**src/rtl/pwm_drv_pkg.sv**
```systemverilog
package pwm_drv_pkg;

  localparam int unsigned DEF_CH  = 8;
  localparam int unsigned DEF_FLT = 2;
  localparam int unsigned DEF_FW  = 4;

  // Per-channel output value: override level in fault, else optionally inverted wave
  function automatic logic chan_value(input logic wave, input logic inv,
                                      input logic fault, input logic ovr_en,
                                      input logic ovr_lvl);
    if (fault) return ovr_en & ovr_lvl;
    return wave ^ inv;
  endfunction

  // Per-channel output enable
  function automatic logic chan_enable(input logic fault, input logic ovr_en);
    return fault ? ovr_en : 1'b1;
  endfunction

endpackage

```
**src/rtl/pwm_drv_ctrl_reg.sv**
```systemverilog
module pwm_drv_ctrl_reg #(
  parameter int unsigned W = 32
) (
  input  logic         clk,
  input  logic         rst_n,
  input  logic         run_en,
  input  logic         wr_en,
  input  logic [W-1:0] wr_data,
  output logic [W-1:0] q
);

  logic wr_accept;
  assign wr_accept = wr_en & ~run_en;

  always_ff @(posedge clk or negedge rst_n) begin
    if (!rst_n)         q <= '0;
    else if (wr_accept) q <= wr_data;
  end

endmodule

```
**src/rtl/pwm_flt_filter.sv**
```systemverilog
module pwm_flt_filter #(
  parameter int unsigned FW = 4
) (
  input  logic          clk,
  input  logic          rst_n,
  input  logic          flt_in,
  input  logic [FW-1:0] thresh,
  output logic          hit
);

  logic [FW-1:0] run_cnt;

  // run_cnt = number of consecutive high samples already seen, saturating at thresh
  assign hit = flt_in && (run_cnt >= thresh);

  always_ff @(posedge clk or negedge rst_n) begin
    if (!rst_n)                run_cnt <= '0;
    else if (!flt_in)          run_cnt <= '0;
    else if (run_cnt < thresh) run_cnt <= run_cnt + 1'b1;
  end

endmodule

```
**src/rtl/pwm_fault_latch.sv**
```systemverilog
module pwm_fault_latch #(
  parameter int unsigned N = 2
) (
  input  logic         clk,
  input  logic         rst_n,
  input  logic [N-1:0] hit,
  input  logic         clr,
  output logic         active
);

  logic any_hit;
  assign any_hit = |hit;

  // A new fault outranks a clear in the same cycle
  always_ff @(posedge clk or negedge rst_n) begin
    if (!rst_n)       active <= 1'b0;
    else if (any_hit) active <= 1'b1;
    else if (clr)     active <= 1'b0;
  end

endmodule

```
**src/rtl/pwm_chan_out.sv**
```systemverilog
module pwm_chan_out
  import pwm_drv_pkg::*;
(
  input  logic wave,
  input  logic inv,
  input  logic fault,
  input  logic ovr_en,
  input  logic ovr_lvl,
  output logic out,
  output logic oe
);

  assign out = chan_value(wave, inv, fault, ovr_en, ovr_lvl);
  assign oe  = chan_enable(fault, ovr_en);

endmodule

```
**src/rtl/pwm_fault_driver.sv**
```systemverilog
module pwm_fault_driver
  import pwm_drv_pkg::*;
#(
  parameter int unsigned NUM_CH  = DEF_CH,
  parameter int unsigned NUM_FLT = DEF_FLT,
  parameter int unsigned FLT_W   = DEF_FW,
  parameter int unsigned CTRL_W  = 3 * NUM_CH + NUM_FLT * FLT_W
) (
  input  logic              clk,
  input  logic              rst_n,
  input  logic              run_en,
  input  logic              wr_en,
  input  logic [CTRL_W-1:0] wr_data,
  output logic [CTRL_W-1:0] rd_data,
  input  logic [NUM_CH-1:0] wave_in,
  input  logic [NUM_FLT-1:0] fault_in,
  input  logic              fault_clr,
  output logic [NUM_CH-1:0] pwm_out,
  output logic [NUM_CH-1:0] pwm_oe,
  output logic              fault_active
);

  localparam int unsigned EN_LO  = 0;
  localparam int unsigned LVL_LO = NUM_CH;
  localparam int unsigned INV_LO = 2 * NUM_CH;
  localparam int unsigned FLT_LO = 3 * NUM_CH;

  logic [CTRL_W-1:0]  ctrl_q;
  logic [NUM_CH-1:0]  ovr_en;
  logic [NUM_CH-1:0]  ovr_lvl;
  logic [NUM_CH-1:0]  inv_sel;
  logic [NUM_FLT-1:0] fault_hit;

  pwm_drv_ctrl_reg #(.W(CTRL_W)) u_ctrl (
    .clk     (clk),
    .rst_n   (rst_n),
    .run_en  (run_en),
    .wr_en   (wr_en),
    .wr_data (wr_data),
    .q       (ctrl_q)
  );

  assign rd_data = ctrl_q;
  assign ovr_en  = ctrl_q[EN_LO  +: NUM_CH];
  assign ovr_lvl = ctrl_q[LVL_LO +: NUM_CH];
  assign inv_sel = ctrl_q[INV_LO +: NUM_CH];

  for (genvar g = 0; g < NUM_FLT; g++) begin : g_flt
    pwm_flt_filter #(.FW(FLT_W)) u_filt (
      .clk    (clk),
      .rst_n  (rst_n),
      .flt_in (fault_in[g]),
      .thresh (ctrl_q[FLT_LO + g * FLT_W +: FLT_W]),
      .hit    (fault_hit[g])
    );
  end

  pwm_fault_latch #(.N(NUM_FLT)) u_latch (
    .clk    (clk),
    .rst_n  (rst_n),
    .hit    (fault_hit),
    .clr    (fault_clr),
    .active (fault_active)
  );

  for (genvar c = 0; c < NUM_CH; c++) begin : g_ch
    pwm_chan_out u_ch (
      .wave    (wave_in[c]),
      .inv     (inv_sel[c]),
      .fault   (fault_active),
      .ovr_en  (ovr_en[c]),
      .ovr_lvl (ovr_lvl[c]),
      .out     (pwm_out[c]),
      .oe      (pwm_oe[c])
    );
  end

endmodule

```
**config.mk**
```make
export PLATFORM = sky130hd
export DESIGN_NAME = pwm_fault_driver
export DESIGN_NICKNAME = d
export VERILOG_FILES = /design/src/rtl/pwm_drv_pkg.sv /design/src/rtl/pwm_drv_ctrl_reg.sv /design/src/rtl/pwm_flt_filter.sv /design/src/rtl/pwm_fault_latch.sv /design/src/rtl/pwm_chan_out.sv /design/src/rtl/pwm_fault_driver.sv
export SDC_FILE = /design/constraint.sdc
export NUM_CORES = 1
export LEC_CHECK = 0
export CELL_PAD_IN_SITES_DETAIL_PLACEMENT = 1
export CELL_PAD_IN_SITES_GLOBAL_PLACEMENT = 1
export CORE_ASPECT_RATIO = 0.8
export CORE_MARGIN = 10
export CORE_UTILIZATION = 36
export CTS_BUF_LIST = sky130_fd_sc_hd__clkbuf_4 sky130_fd_sc_hd__clkbuf_8
export DETAILED_ROUTE_END_ITERATION = 10
export HOLD_SLACK_MARGIN = 0.08
export PLACE_DENSITY_LB_ADDON = 0.1
export SYNTH_ARGS = -nofsm -noshare
export SYNTH_HDL_FRONTEND = slang
export SYNTH_SLANG_ARGS = --single-unit
```
**constraint.sdc**
```tcl
create_clock -name clk -period 2.5 [get_ports clk]
set_input_delay 0.375 -clock clk [delete_from_list [all_inputs] [get_ports clk]]
set_output_delay 0.375 -clock clk [all_outputs]
set_load 0.01 [all_outputs]
```
==> results.md <==
- The flow ran to the end, and the final reports show no timing, DRC or antenna violations.
- The via count normalized by instance count is between 4 and 5.
- For the worst-skew pair, the clock arrives at the later sink with an insertion delay of 0.29 ns.
- The combined area of all synthesized cells is 2364 um2.
- The slowest stage of the critical path is the clkdlybuf4s50_1 cell.
- Broken down by cell family, the worst path's largest delay share belongs to buffers and inverters.
- The path with the worst hold slack has its endpoint at u_ctrl.q[15]$_DFFE_PN0P_.
- The largest stage delay on the critical path is approximately 0.57 ns.
- In this run, synthesis inferred 0 flip-flops with an integrated enable.
- Registers take about 1000 um2.
- Across the routed clock network, the largest skew measured is slightly above 0.005 ns.
- Of the synthesized area, sequential elements account for 0.4341.
- The clock period could shrink to about 2.1 ns.
- The die is about 110 um wide.
- The endpoint of the worst register-to-register path is g_flt[1].u_filt.run_cnt[3]$_DFFE_PN0P_.
- For the worst setup path, the data required time is around 2.1 ns.
- During placement, the flow inserted port buffers numbering 95.
- The count of endpoints failing hold in the final timing report was 0.
- The peak ir drop on the vdd network is 0.2606 mV.
- The count of mapped cells out of synthesis is 225.
- The number of global-route vias before repair came to between 1,500 and 2,000.
- The async set or reset register ratio after synthesis is 1.000.
- The count of cells along the worst hold path is 1.
- The fraction of layout cells with a size suffix above 1 is 0.1439.
- The number of cells traversed by the worst register-to-register path is 5.
- The tightest min-delay check is of the reg -> reg type.
- The placer congestion estimate is 0.7566.
- The overall via count from detail_route is roughly 1,800.
- The filler cells instantiated in the layout total between 700 and 800.
- The achievable clock frequency is ~470 MHz.
- The master cell of the clock root buffer is clkbuf_8.
- The post-route fraction of the period consumed by the critical path is 0.8599.
- The clock passes through at most 2 buffers.
- The leading area contributor after synthesis is dfrtp_1.
- The core region is ~6400 um2.
- The number of max-cap violations is 0.
- The floorplan has 26 rows.
- Before antenna repair, the detailed router went through 4 iterations.
- CTS built an H-tree with a depth of 2.
- Across every metal layer, demand over resource in global routing totals 0.1195.
- The power per cell area is 749.5 nW/um2.
- The relative area change from synthesis to final layout is 36.90%.
- The share of Yosys cell area claimed by the top area cell type is 0.4341.
- The initial antenna violation count is 0.
- In this run the most critical hold path is launched from u_ctrl.q[15]$_DFFE_PN0P_.
- Global routing finished with a remaining overflow of 0.
- By area the synthesized netlist is led by dfrtp_1 43%, buf_4 13%, mux2_2 12%, ha_1 5.3%, o21ai_0 3.8%.
- TritonCTS built the clock tree.
- The global-route wire length before repair is around 10,000 um.
- The first routing iteration left 18 violations.
- Setup repair after global routing left no endpoint under its margin.
- The count of clock tree sinks is 41.
- The final total power is around 2.4 mW.
- The area used by multi-input combinational logic is roughly 1000 um2.
- For this run, design rule violations remaining after detail routing come to 0.
- The number of nets with antenna violations after routing is 0.
- The detail-routed net length per standard cell is around 17 um.
- Once detailed placement completed, the half-perimeter wirelength came to approximately 5000 um.
- Synthesis instantiated 30 different standard cells from the library.
- The arrival time at the worst endpoint is around 1.8 ns.
- Entering global routing, the biggest net connects 39 pins.
- The starting utilization of the core area is 0.3707.
- The vertical extent of the die is roughly 92 um.
- After synthesis the netlist holds a flip-flop and latch count of around 40.
- STA classifies the critical path startpoint as a flop.
- Among all flip-flop cells after synthesis, the most frequent one is dfrtp_1.
- The worst setup path is of the reg -> out kind.
- The cell count after placement is 360.
- In this run the critical register-to-register path is launched from g_flt[1].u_filt.run_cnt[1]$_DFFE_PN0P_.
- Setup total negative slack on the finished layout was measured at 0 ns.
- The transition time of the tightest slew-check pin is 0.5139 ns.
- The setup slack of the most critical reg-to-reg path is 0.76 ns.
- The total of warnings raised by yosys is 0.
- The max-slew violation count was 0.
- Along the worst path, the maximum fanout reaches 18.
- For this block, the routed nets add up to approximately 6200 um of wire.
- The leakage power is 1.335 nW.
- The synthesized area per cell is ~11 um2.
- The antenna diode count is 0.
- The number of non-filler instances in the completed layout is 369.
- Counting both buffers and inverters, the worst setup path holds a total of 2.
- Walking the worst path, the cells encountered are buf_12 -> nand3_1 -> o21ai_0 -> clkdlybuf4s50_1.
- The area enclosed by the die boundary is just over 10,000 um2.
- 96 I/O pins were placed.
- Buffers added to address setup during post-CTS repair amount to 0.
- The remaining max-slew budget at the tightest pin is 0.6574.
- The final net count is 341.
- The number of buffers added by the clock tree synthesis step is 5.
- The number of nets handed over by synthesis was 282.
- Setup violations remaining at the end of the flow were counted as 0.
- The endpoint kind of the worst setup timing path is an output port.
- The fraction of the core area covered by cells at the end of the flow is 0.5075.
- Clock-pin slew was measured on the worst setup and hold paths at 0.08 ns.
## timing repair
item / in CTS / in global routing
hold endpoints to repair: 21 / 0
hold buffers: 1 / 0
resized for setup: 0 / 0
## layout make-up
cell class | count | area share
flip-flops and latches | 41 | 0.3171
clock inverters | 1 | 0.001547
inverters | 9 | 0.01044
repair buffers | 99 | 0.3063
multi-input cells | 128 | 0.3024
well taps | 84 | 0.03248
clock buffers | 7 | 0.02978
## worst register-to-register path: stages, from the launching register on
cell and delay, ns:
dfrtp_1 0.44, ha_1 0.31, or2b_1 0.20, a21oi_2 0.11, or4_1 0.47, a21boi_1 0.14
## synth_stat cells, types with 2 or more instances
| master | instances |
|---|---|
| mux2i_1 | 3 |
| o21ai_1 | 2 |
| a21boi_1 | 4 |
| nand2b_1 | 12 |
| mux2_2 | 26 |
| a21oi_1 | 3 |
| nand2_1 | 12 |
| inv_1 | 9 |
| nand3_1 | 10 |
| buf_4 | 41 |
| dfrtp_1 | 41 |
| o21ai_0 | 18 |
| ha_1 | 10 |
| xnor2_1 | 8 |
| nor2_1 | 3 |
| buf_2 | 2 |
| clkbuf_1 | 4 |
| or3_1 | 2 |
| o31ai_1 | 3 |
| or4_1 | 2 |
## cell families after synthesis
family,Yosys count,synth area share
and+or+nand+nor,45,0.1001
AOI/OAI and AO/OA,36,0.09159
buffers and inverters,56,0.1551
DFF,41,0.4341
xor gates and xnor gates,8,0.02965
muxes,29,0.1366
adders and majority gates,10,0.05294
## through the flow
step,hold WS [ns],worst slack [ns],area [um2]
2_1_floorplan,0.07941,0.8521,2364
3_3_place_gp,0.3819,0.4803,3124
3_5_place_dp,0.3834,0.4506,3124
4_1_cts,0.5427,0.3039,3236
5_1_grt,0.5751,0.1790,3236
6_report,0.5443,0.3503,3236
## metal layers
metal  GRT usage  wire [um]
met1      0.1429       2809
met2      0.1917       2834
met3     0.05480        518
met4     0.02922         29
met5           0          0
## cells in the final DEF (no fill, tap or decap), types with 2 or more instances in the layout
master,synthesis,layout
nand2b_1,12,12
nor2_1,3,3
xnor2_1,8,8
clkbuf_8,0,7
a21oi_1,3,3
mux2_2,26,26
nand3_1,10,10
buf_4,41,2
o31ai_1,3,3
or3_1,2,2
a21boi_1,4,4
o21ai_1,2,2
o21ai_0,18,18
clkdlybuf4s50_1,0,94
inv_1,9,9
mux2i_1,3,3
dfrtp_1,41,41
ha_1,10,10
or4_1,2,2
nand2_1,12,12
## state kept, by name, summed over array words and instances (netlist names)
register,count
u_ctrl.q,32
g_flt.u_filt.run_cnt,8
u_latch.active,1
## worst max path at each step
| stage | startpoint | to | cells past startpoint |
|---|---|---|---|
| 2_1_floorplan | u_ctrl.q[29]$_DFFE_PN0P_ | g_flt[1].u_filt.run_cnt[3]$_DFFE_PN0P_ | 6 |
| 3_5_place_dp | wave_in[2] | pwm_out[2] | 4 |
| 4_1_cts | u_latch.active$_DFFE_PN0P_ | pwm_out[0] | 4 |
| 3_3_place_gp | wave_in[4] | pwm_out[4] | 4 |
| 6_report | u_latch.active$_DFFE_PN0P_ | pwm_out[0] | 4 |
| 5_1_grt | u_latch.active$_DFFE_PN0P_ | pwm_out[0] | 4 |
## power by group
part           internal, mW  leakage, nW  switching [mW]
combinational         0.608        0.782           0.438
sequential            0.777        0.499           0.124
clock                 0.250       0.0542           0.229
total                  1.63         1.33           0.791
(Power assumes the default switching activity.)
